## src/rtl/dbg_seq_pkg.sv

```systemverilog
package dbg_seq_pkg;
  typedef enum logic [1:0] {
    ST_IDLE = 2'd0,
    ST_WAIT = 2'd1,
    ST_CAPT = 2'd2
  } sess_state_e;

  typedef struct packed {
    logic trace_src;
    logic brk_now;
    logic align_begin;
    logic bkpt_en;
  } sess_cfg_t;
endpackage

```

## src/rtl/dbg_cfg_latch.sv

```systemverilog
module dbg_cfg_latch
  import dbg_seq_pkg::*;
(
  input  logic      clk,
  input  logic      rst_n,
  input  logic      load,
  input  sess_cfg_t cfg_in,
  output sess_cfg_t cfg_eff,
  output logic      fill_pre_q,
  output logic      bkpt_en_q
);
  sess_cfg_t cfg_q;

  always_ff @(posedge clk) begin
    if (!rst_n) cfg_q <= '0;
    else if (load) cfg_q <= cfg_in;
  end

  // the arm write itself may trigger, so its own bits apply at once
  assign cfg_eff    = load ? cfg_in : cfg_q;
  assign fill_pre_q = cfg_q.trace_src & ~cfg_q.align_begin;
  assign bkpt_en_q  = cfg_q.bkpt_en;
endmodule

```

## src/rtl/dbg_trig_detect.sv

```systemverilog
module dbg_trig_detect #(
  parameter int N_HW_TRIG = 2
) (
  input  logic                 sw_trig,
  input  logic [N_HW_TRIG-1:0] hw_final,
  input  logic                 window,
  output logic                 trig_evt
);
  logic [N_HW_TRIG:0] any_chain;

  assign any_chain[0] = sw_trig;
  for (genvar g = 0; g < N_HW_TRIG; g++) begin : g_or
    assign any_chain[g+1] = any_chain[g] | hw_final[g];
  end

  assign trig_evt = window & any_chain[N_HW_TRIG];
endmodule

```

## src/rtl/dbg_action_decode.sv

```systemverilog
module dbg_action_decode (
  input  logic trace_src,
  input  logic brk_now,
  input  logic align_begin,
  output logic defer
);
  // capture continues past the trigger only for a begin-aligned trace
  // that break-immediate does not cut short
  assign defer = trace_src & ~brk_now & align_begin;
endmodule

```

## src/rtl/dbg_session_fsm.sv

```systemverilog
module dbg_session_fsm
  import dbg_seq_pkg::*;
(
  input  logic clk,
  input  logic rst_n,
  input  logic arm_now,
  input  logic trig_evt,
  input  logic defer,
  input  logic bkpt_en_eff,
  input  logic bkpt_en_q,
  input  logic fill_pre_q,
  input  logic buf_full,
  output logic waiting,
  output logic armed,
  output logic trace_en,
  output logic bkpt_req,
  output logic disarm_pulse
);
  sess_state_e state, state_nx;
  logic end_nx, bkpt_nx;

  always_comb begin
    state_nx = state;
    end_nx   = 1'b0;
    bkpt_nx  = 1'b0;
    unique case (state)
      ST_IDLE, ST_WAIT: begin
        if (state == ST_WAIT || arm_now) begin
          if (trig_evt) begin
            if (defer) state_nx = ST_CAPT;
            else begin
              state_nx = ST_IDLE;
              end_nx   = 1'b1;
              bkpt_nx  = bkpt_en_eff;
            end
          end else state_nx = ST_WAIT;
        end
      end
      ST_CAPT: begin
        if (buf_full) begin
          state_nx = ST_IDLE;
          end_nx   = 1'b1;
          bkpt_nx  = bkpt_en_q;
        end
      end
      default: state_nx = ST_IDLE;
    endcase
  end

  always_ff @(posedge clk) begin
    if (!rst_n) begin
      state        <= ST_IDLE;
      bkpt_req     <= 1'b0;
      disarm_pulse <= 1'b0;
    end else begin
      state        <= state_nx;
      bkpt_req     <= bkpt_nx;
      disarm_pulse <= end_nx;
    end
  end

  assign waiting  = (state == ST_WAIT);
  assign armed    = (state != ST_IDLE);
  assign trace_en = (waiting & fill_pre_q) | (state == ST_CAPT);


  bkpt_with_end_chk: assert property (@(posedge clk) disable iff (!rst_n)
    bkpt_req |-> disarm_pulse);

  end_drops_armed_chk: assert property (@(posedge clk) disable iff (!rst_n)
    disarm_pulse |-> !armed);

  trace_needs_arm_chk: assert property (@(posedge clk) disable iff (!rst_n)
    trace_en |-> armed);

  capt_no_early_bkpt_chk: assert property (@(posedge clk) disable iff (!rst_n)
    (state == ST_CAPT && !buf_full) |=> !bkpt_req);

  capt_holds_chk: assert property (@(posedge clk) disable iff (!rst_n)
    (state == ST_CAPT && !buf_full) |=> (state == ST_CAPT));

  latched_bk_off_chk: assert property (@(posedge clk) disable iff (!rst_n)
    (armed && !bkpt_en_q) |=> !bkpt_req);
endmodule

```

## src/rtl/dbg_seq.sv

```systemverilog
module dbg_seq
  import dbg_seq_pkg::*;
#(
  parameter int N_HW_TRIG = 2
) (
  input  logic                 clk,
  input  logic                 rst_n,
  input  logic                 cfg_we,
  input  logic                 cfg_arm,
  input  logic                 cfg_trig,
  input  logic                 cfg_trace_src,
  input  logic                 cfg_brk_now,
  input  logic                 cfg_align_begin,
  input  logic                 cfg_bkpt_en,
  input  logic [N_HW_TRIG-1:0] hw_final,
  input  logic                 buf_full,
  output logic                 trace_en,
  output logic                 bkpt_req,
  output logic                 disarm_pulse,
  output logic                 armed
);
  sess_cfg_t cfg_in, cfg_eff;
  logic arm_now, waiting, trig_evt, defer, fill_pre_q, bkpt_en_q;

  assign cfg_in  = '{trace_src: cfg_trace_src, brk_now: cfg_brk_now,
                     align_begin: cfg_align_begin, bkpt_en: cfg_bkpt_en};
  assign arm_now = cfg_we & cfg_arm & ~armed;

  dbg_cfg_latch u_cfg (
    .clk(clk), .rst_n(rst_n), .load(arm_now), .cfg_in(cfg_in),
    .cfg_eff(cfg_eff), .fill_pre_q(fill_pre_q), .bkpt_en_q(bkpt_en_q)
  );

  dbg_trig_detect #(.N_HW_TRIG(N_HW_TRIG)) u_trig (
    .sw_trig(cfg_we & cfg_trig), .hw_final(hw_final),
    .window(waiting | arm_now), .trig_evt(trig_evt)
  );

  dbg_action_decode u_dec (
    .trace_src(cfg_eff.trace_src), .brk_now(cfg_eff.brk_now),
    .align_begin(cfg_eff.align_begin), .defer(defer)
  );

  dbg_session_fsm u_fsm (
    .clk(clk), .rst_n(rst_n), .arm_now(arm_now), .trig_evt(trig_evt),
    .defer(defer), .bkpt_en_eff(cfg_eff.bkpt_en), .bkpt_en_q(bkpt_en_q),
    .fill_pre_q(fill_pre_q), .buf_full(buf_full), .waiting(waiting),
    .armed(armed), .trace_en(trace_en), .bkpt_req(bkpt_req),
    .disarm_pulse(disarm_pulse)
  );


  arm_write_sets_chk: assert property (@(posedge clk) disable iff (!rst_n)
    (arm_now && !(cfg_trig || |hw_final)) |=> armed);
endmodule

```

## config.mk

```make
export PLATFORM = sky130hd
export DESIGN_NAME = dbg_seq
export DESIGN_NICKNAME = d
export VERILOG_FILES = /design/src/rtl/dbg_seq_pkg.sv /design/src/rtl/dbg_cfg_latch.sv /design/src/rtl/dbg_trig_detect.sv /design/src/rtl/dbg_action_decode.sv /design/src/rtl/dbg_session_fsm.sv /design/src/rtl/dbg_seq.sv
export SDC_FILE = /design/constraint.sdc
export NUM_CORES = 1
export LEC_CHECK = 0
export BUFFER_PORTS_ARGS = -buffer_cell sky130_fd_sc_hd__buf_2
export CORE_AREA = 10 10 47 49
export CTS_CLUSTER_DIAMETER = 150
export DETAILED_ROUTE_END_ITERATION = 8
export DIE_AREA = 0 0 57 59
export PLACE_DENSITY = 0.55
export SYNTH_ARGS = -nofsm -noshare
export SYNTH_HDL_FRONTEND = slang
export SYNTH_HIERARCHICAL = 1
export SYNTH_SLANG_ARGS = --single-unit
```

## constraint.sdc

```tcl
create_clock -name clk -period 2.55 [get_ports clk]
set_input_delay 0 -clock clk [delete_from_list [all_inputs] [get_ports clk]]
set_output_delay 0 -clock clk [all_outputs]
set_load 0.01 [all_outputs]
```

==> impl_metrics.ini, run 1 <==
[yosys]
syn_area_um2 = 404
synth_common_cells = 8 x dfxtp_1, 4 x and2_1, 3 x mux2_2, 3 x nand2_1, 3 x nor2b_1
synth_top_area_share = 0.396
synthesis.nets = 52
yosysTopAreaCell = dfxtp_1
synth_ff_type = dfxtp_1
ys_async_sr_fraction = 0
netlist_instances = 40
ys_ff_latch = 8
post-synth-top-count-cell = dfxtp_1
syn_area_per_cell_um2 = 10.1
yosysWarnings = 6
synth_seq_area_share = 0.396
synth_area_leaders = dfxtp_1 40%, mux2_2 8.4%, and2_1 6.2%
synth-edff-count = 0
ys_types = 22

[floorplanning]
die_w_um = 57
die_y_um = 59
num_rows = 14
initial_core_util = 0.288
core-area_um2 = 1400
die_area_um2 = 3360
io_pins = 16

[cts]
cts_max_path_buffers = 2
cts_root_buf = clkbuf_4
htreeDepth = 1
cts_tree = yes
cts.sinks = 8
clk_pin_slew_ps = 60
clock_latency_ps = 250
post_cts_buffers = 0
hold_buffers = 0
cts_made_buffers = 3
ctsResizeCount = 0

[grt]
grt_pass1_wl_mm = 1.42
grt_antenna_before_repair = 0
grt_usage = 0.0555
grt-ovfl-total = 0
grt_pass1_vias = 322
grt_max_degree = 9

[power_and_ir_drop]
powerDensity_nw_per_um2 = 527
power.leakage_uw = 0.000262
p_total_uw = 275
vdd_drop_max_v = 0.000290

[route]
vias_per_cell = 4.55
antenna_left = 0
dr_total_vias = 337
drc_errors = 0
drt-initial-drc-count = 10
first_pass_iters = 4
wl_um = 901
wl_per_cell_um = 12.2

[outcome]
status = completed

[timing]
rsz0062_at_grt = no
fmax_mhz = 466
period_needed_ps = 2140
finalSetupViolCount = 0
fin_ws_ps = 406
relSlewSlack = 0.685
whs_ps = 21.5
slew_violations = 0
final-hold-violation-count = 0
worstMarginPinSlew_ps = 471
period_share = 0.841
finClkSkew_ps = 4.65
setup_tns_ps = 0

[finish]
multi_input_area_um2 = 236
regArea_um2 = 160
n_antenna_cell = 0
drive_gt1_frac = 0.483
fin_util = 0.372
fin_nets = 72
fillers = 145
area_delta_synth_final_pct = 29.1

[worst_setup_path]
crit_slowest_cell = nor2_1
worst_ep_arrival_time_ps = 2290
critPathLaunchType = flop
crit_chain = or2_2 -> nor2_1 -> mux2_2 -> and3b_1 -> inv_1 -> a32oi_1 -> nor2b_1
crit_type = reg -> reg
path_buf_inv = 1
cp_top_family = simple AND/OR/NAND/NOR gates
cp_max_fo = 5
crit_required_ps = 2690
cpPeakStageDelay_ps = 400
cp-end-kind = flop

[placed_design]
place.gp.congestion = 0.763
pre_cts_slack_ps = 429
port_buffers = 15
hpwl_um = 699

[flow_run]
maxCapViolations = 0

[min_path]
min_path_type = in -> reg
power by group:
group | leakage, uW | internal, uW | total (uW) | switching [uW]
clock network | 0.0000138 | 53.9 | 97.1 | 43.2
logic | 0.000183 | 26.3 | 44.8 | 18.5
registers | 0.0000651 | 130 | 133 | 2.83
total | 0.000262 | 210 | 275 | 64.5
layout by cell type, fill, tap and decap left out, drive strengths merged, types with 3 or more instances in the layout:
cell / n
buf: 15
clkbuf: 3
nor2b: 3
mux2: 4
and2: 5
dfxtp: 8
nand2: 3
final cells by class:
cell class	instances	share of cell area
Sequential cell	8	0.307
Timing Repair Buffer	15	0.144
Tap cell	16	0.0384
Multi-Input combinational cell	30	0.453
Inverter	2	0.0144
Clock buffer	3	0.0432
cell families after synthesis:
group           Yosys count  synth area share
mux                       4             0.121
simple gates             19             0.300
compound gates            7             0.164
flops                     8             0.396
buf+inv                   2            0.0186
final timing paths:
kind | start | end | slack (ps) | depth (start not counted)
setup / recovery | u_fsm/state[0] | u_fsm/disarm_pulse | 410 | 7
hold / removal | rst_n | u_fsm/bkpt_req | 20 | 3
setup reg to reg | u_fsm/state[0] | u_fsm/disarm_pulse | 410 | 7
hold reg to reg | u_cfg/bkpt_en_q | u_fsm/bkpt_req | 490 | 2
flip-flops by register name, indices dropped and copies added, names as in the netlist:
| signal | flops |
|---|---|
| u_fsm/state | 2 |
| u_fsm/bkpt_req | 1 |
| u_cfg/bkpt_en_q | 1 |
| u_cfg/cfg_q | 3 |
| u_fsm/disarm_pulse | 1 |
through the flow:
stage | instances | area [um2]
2_1_floorplan | 40 | 404
3_3_place_gp | 71 | 499
3_5_place_dp | 71 | 499
4_1_cts | 74 | 522
5_1_grt | 74 | 522
6_report | 74 | 522
per-layer routing:
layer  vias to the layer above  share of wire  track usage
met5                         -              0            0
met1                       142           0.53       0.0707
met3                         2           0.13       0.0365
li1                        175              -            -
met2                        18           0.33       0.0574
met4                         0          0.018       0.0503
tightest hold or removal path, delay by kind of cell:
kind	cells	cell delay [ps]
AND/OR/NAND/NOR	1	60
AO/OA/AOI/OAI	1	30
buffers and inverters	1	140
Power figures use the tool's default switching activity.
==> inputs of run 2 (changes only) <==
==> constraint.sdc (replaced) <==
create_clock -name clk -period 2.2 [get_ports clk]
set_input_delay 0 -clock clk [delete_from_list [all_inputs] [get_ports clk]]
set_output_delay 0 -clock clk [all_outputs]
set_load 0.01 [all_outputs]
==> run 2 against run 1 <==
Compared with the run above:
- first-iteration DRC count down 90%
- highest routed layer unchanged
- setup slack worse by 130 ps
- cell area up 1.4%
- critical endpoint unchanged
==> impl_metrics.ini, run 2 (synthesis results as in run 1) <==
[cts]
clk_pin_slew_ps = 50
cts_max_path_buffers = 2
cts.sinks = 8
cts_root_buf = clkbuf_4
post_cts_buffers = 0
cts_made_buffers = 3
cts_tree = yes
ctsResizeCount = 0
clock_latency_ps = 250
htreeDepth = 1
hold_buffers = 0

[floorplanning]
die_area_um2 = 3360
initial_core_util = 0.288
io_pins = 16
core-area_um2 = 1400
num_rows = 14
die_w_um = 57
die_y_um = 59

[grt]
grt_max_degree = 9
grt_pass1_wl_mm = 1.45
grt_antenna_before_repair = 0
grt-ovfl-total = 0
grt_usage = 0.0581
grt_pass1_vias = 337

[outcome]
status = completed

[route]
antenna_left = 0
wl_per_cell_um = 11.5
drt-initial-drc-count = 1
wl_um = 863
dr_total_vias = 344
vias_per_cell = 4.59
first_pass_iters = 2
drc_errors = 0

[finish]
n_antenna_cell = 0
regMostFlops = u_cfg/cfg_q
regArea_um2 = 160
drive_gt1_frac = 0.492
fin_nets = 73
multi_input_area_um2 = 236
instances_no_fill = 75
area_delta_synth_final_pct = 31.0
fin_util = 0.378
mostFrequentLayoutCell = buf_2
final_cell_mix = 15 x buf_2, 8 x dfxtp_1, 4 x and2_1
largest_register_ffs = 3
fillers = 152
top_regs = u_cfg/cfg_q (3), u_fsm/state (2)

[power_and_ir_drop]
seqPwrFrac = 0.487
power.leakage_uw = 0.000267
powerDensity_nw_per_um2 = 598
pwr-share-clk = 0.346
swShare = 0.225
power_switching_uw = 71.2
internal_power_uw = 245
vdd_drop_max_v = 0.000315
p_comb_frac = 0.167

[timing]
rsz0062_at_grt = no
relSlewSlack = 0.887
period_needed_ps = 1930
finClkSkew_ps = 2.38
slew_violations = 0
fin_ws_ps = 273
fmax_mhz = 519
finalSetupViolCount = 0
setup_tns_ps = 0
final-hold-violation-count = 0
period_share = 0.876
worstMarginPinSlew_ps = 170

[min_path]
min_path_type = in -> reg

[placed_design]
post-place-cells = 72
port_buffers = 15
hpwl_um = 706
pre_cts_slack_ps = 296
place.gp.congestion = 0.744

[worst_setup_path]
reg2regPathDepth = 8
crit_path_end = u_fsm/disarm_pulse
startpoint = u_fsm/state[0]
worst_ep_arrival_time_ps = 2060
cp-end-kind = flop
cp_max_fo = 5
crit_type = reg -> reg
r2r_slack_ps = 270
critPathLaunchType = flop
rr_startpoint = u_fsm/state[0]
crit_required_ps = 2340
reg2reg_to = u_fsm/disarm_pulse

[flow_run]
maxCapViolations = 0
[run 2: layer usage]
metal  vias to the layer above  global-route usage  share of wire
met2                        16              0.0713           0.33
met3                         4              0.0365           0.13
met1                       144              0.0599           0.50
met5                         -                   0              0
li1                        180                   -              -
met4                         0              0.0705          0.039
[run 2: final cells by class]
class | instances | area share
Multi-Input combinational cell | 30 | 0.447
Sequential cell | 8 | 0.303
Timing Repair Buffer | 16 | 0.156
Clock buffer | 3 | 0.0426
Tap cell | 16 | 0.0378
Inverter | 2 | 0.0142
[run 2: worst min-delay path by stage]
stage / startpoint / end / slack (ps) / cells after the start
floorplan: rst_n / u_fsm/bkpt_req / 120 / 2
global placement: rst_n / u_fsm/bkpt_req / 290 / 3
detailed placement: rst_n / u_fsm/bkpt_req / 290 / 3
CTS: rst_n / u_fsm/bkpt_req / 20 / 3
global route: rst_n / u_fsm/bkpt_req / 30 / 3
finish: rst_n / u_fsm/bkpt_req / 30 / 3
[run 2: power groups by stage]
stage                     logic [uW]  registers [uW]  clock network, uW
after global placement          53.1             157                  0
after floorplan                 33.5             157                  0
after global routing            58.8             155                122
final                           52.8             154                110
after CTS                       53.2             154                117
after detailed placement        52.8             157                  0
[run 2: critical path, cell delays in order, from the launching register on]
cell	delay (ps)
dfxtp_1	330
or2_2	330
nor2_1	110
buf_4	150
mux2_2	340
and3b_1	250
inv_1	50
a32oi_1	180
nor2b_1	70
[run 2: per-stage QoR]
| stage | power (uW) | instance area, um2 | hold WS, ps |
|---|---|---|---|
| 2_1_floorplan | 191 | 404 | 116 |
| 3_5_place_dp | 210 | 507 | 288 |
| 4_1_cts | 324 | 529 | 22.1 |
| 3_3_place_gp | 210 | 507 | 293 |
| 6_report | 316 | 529 | 30.9 |
| 5_1_grt | 335 | 529 | 29.6 |
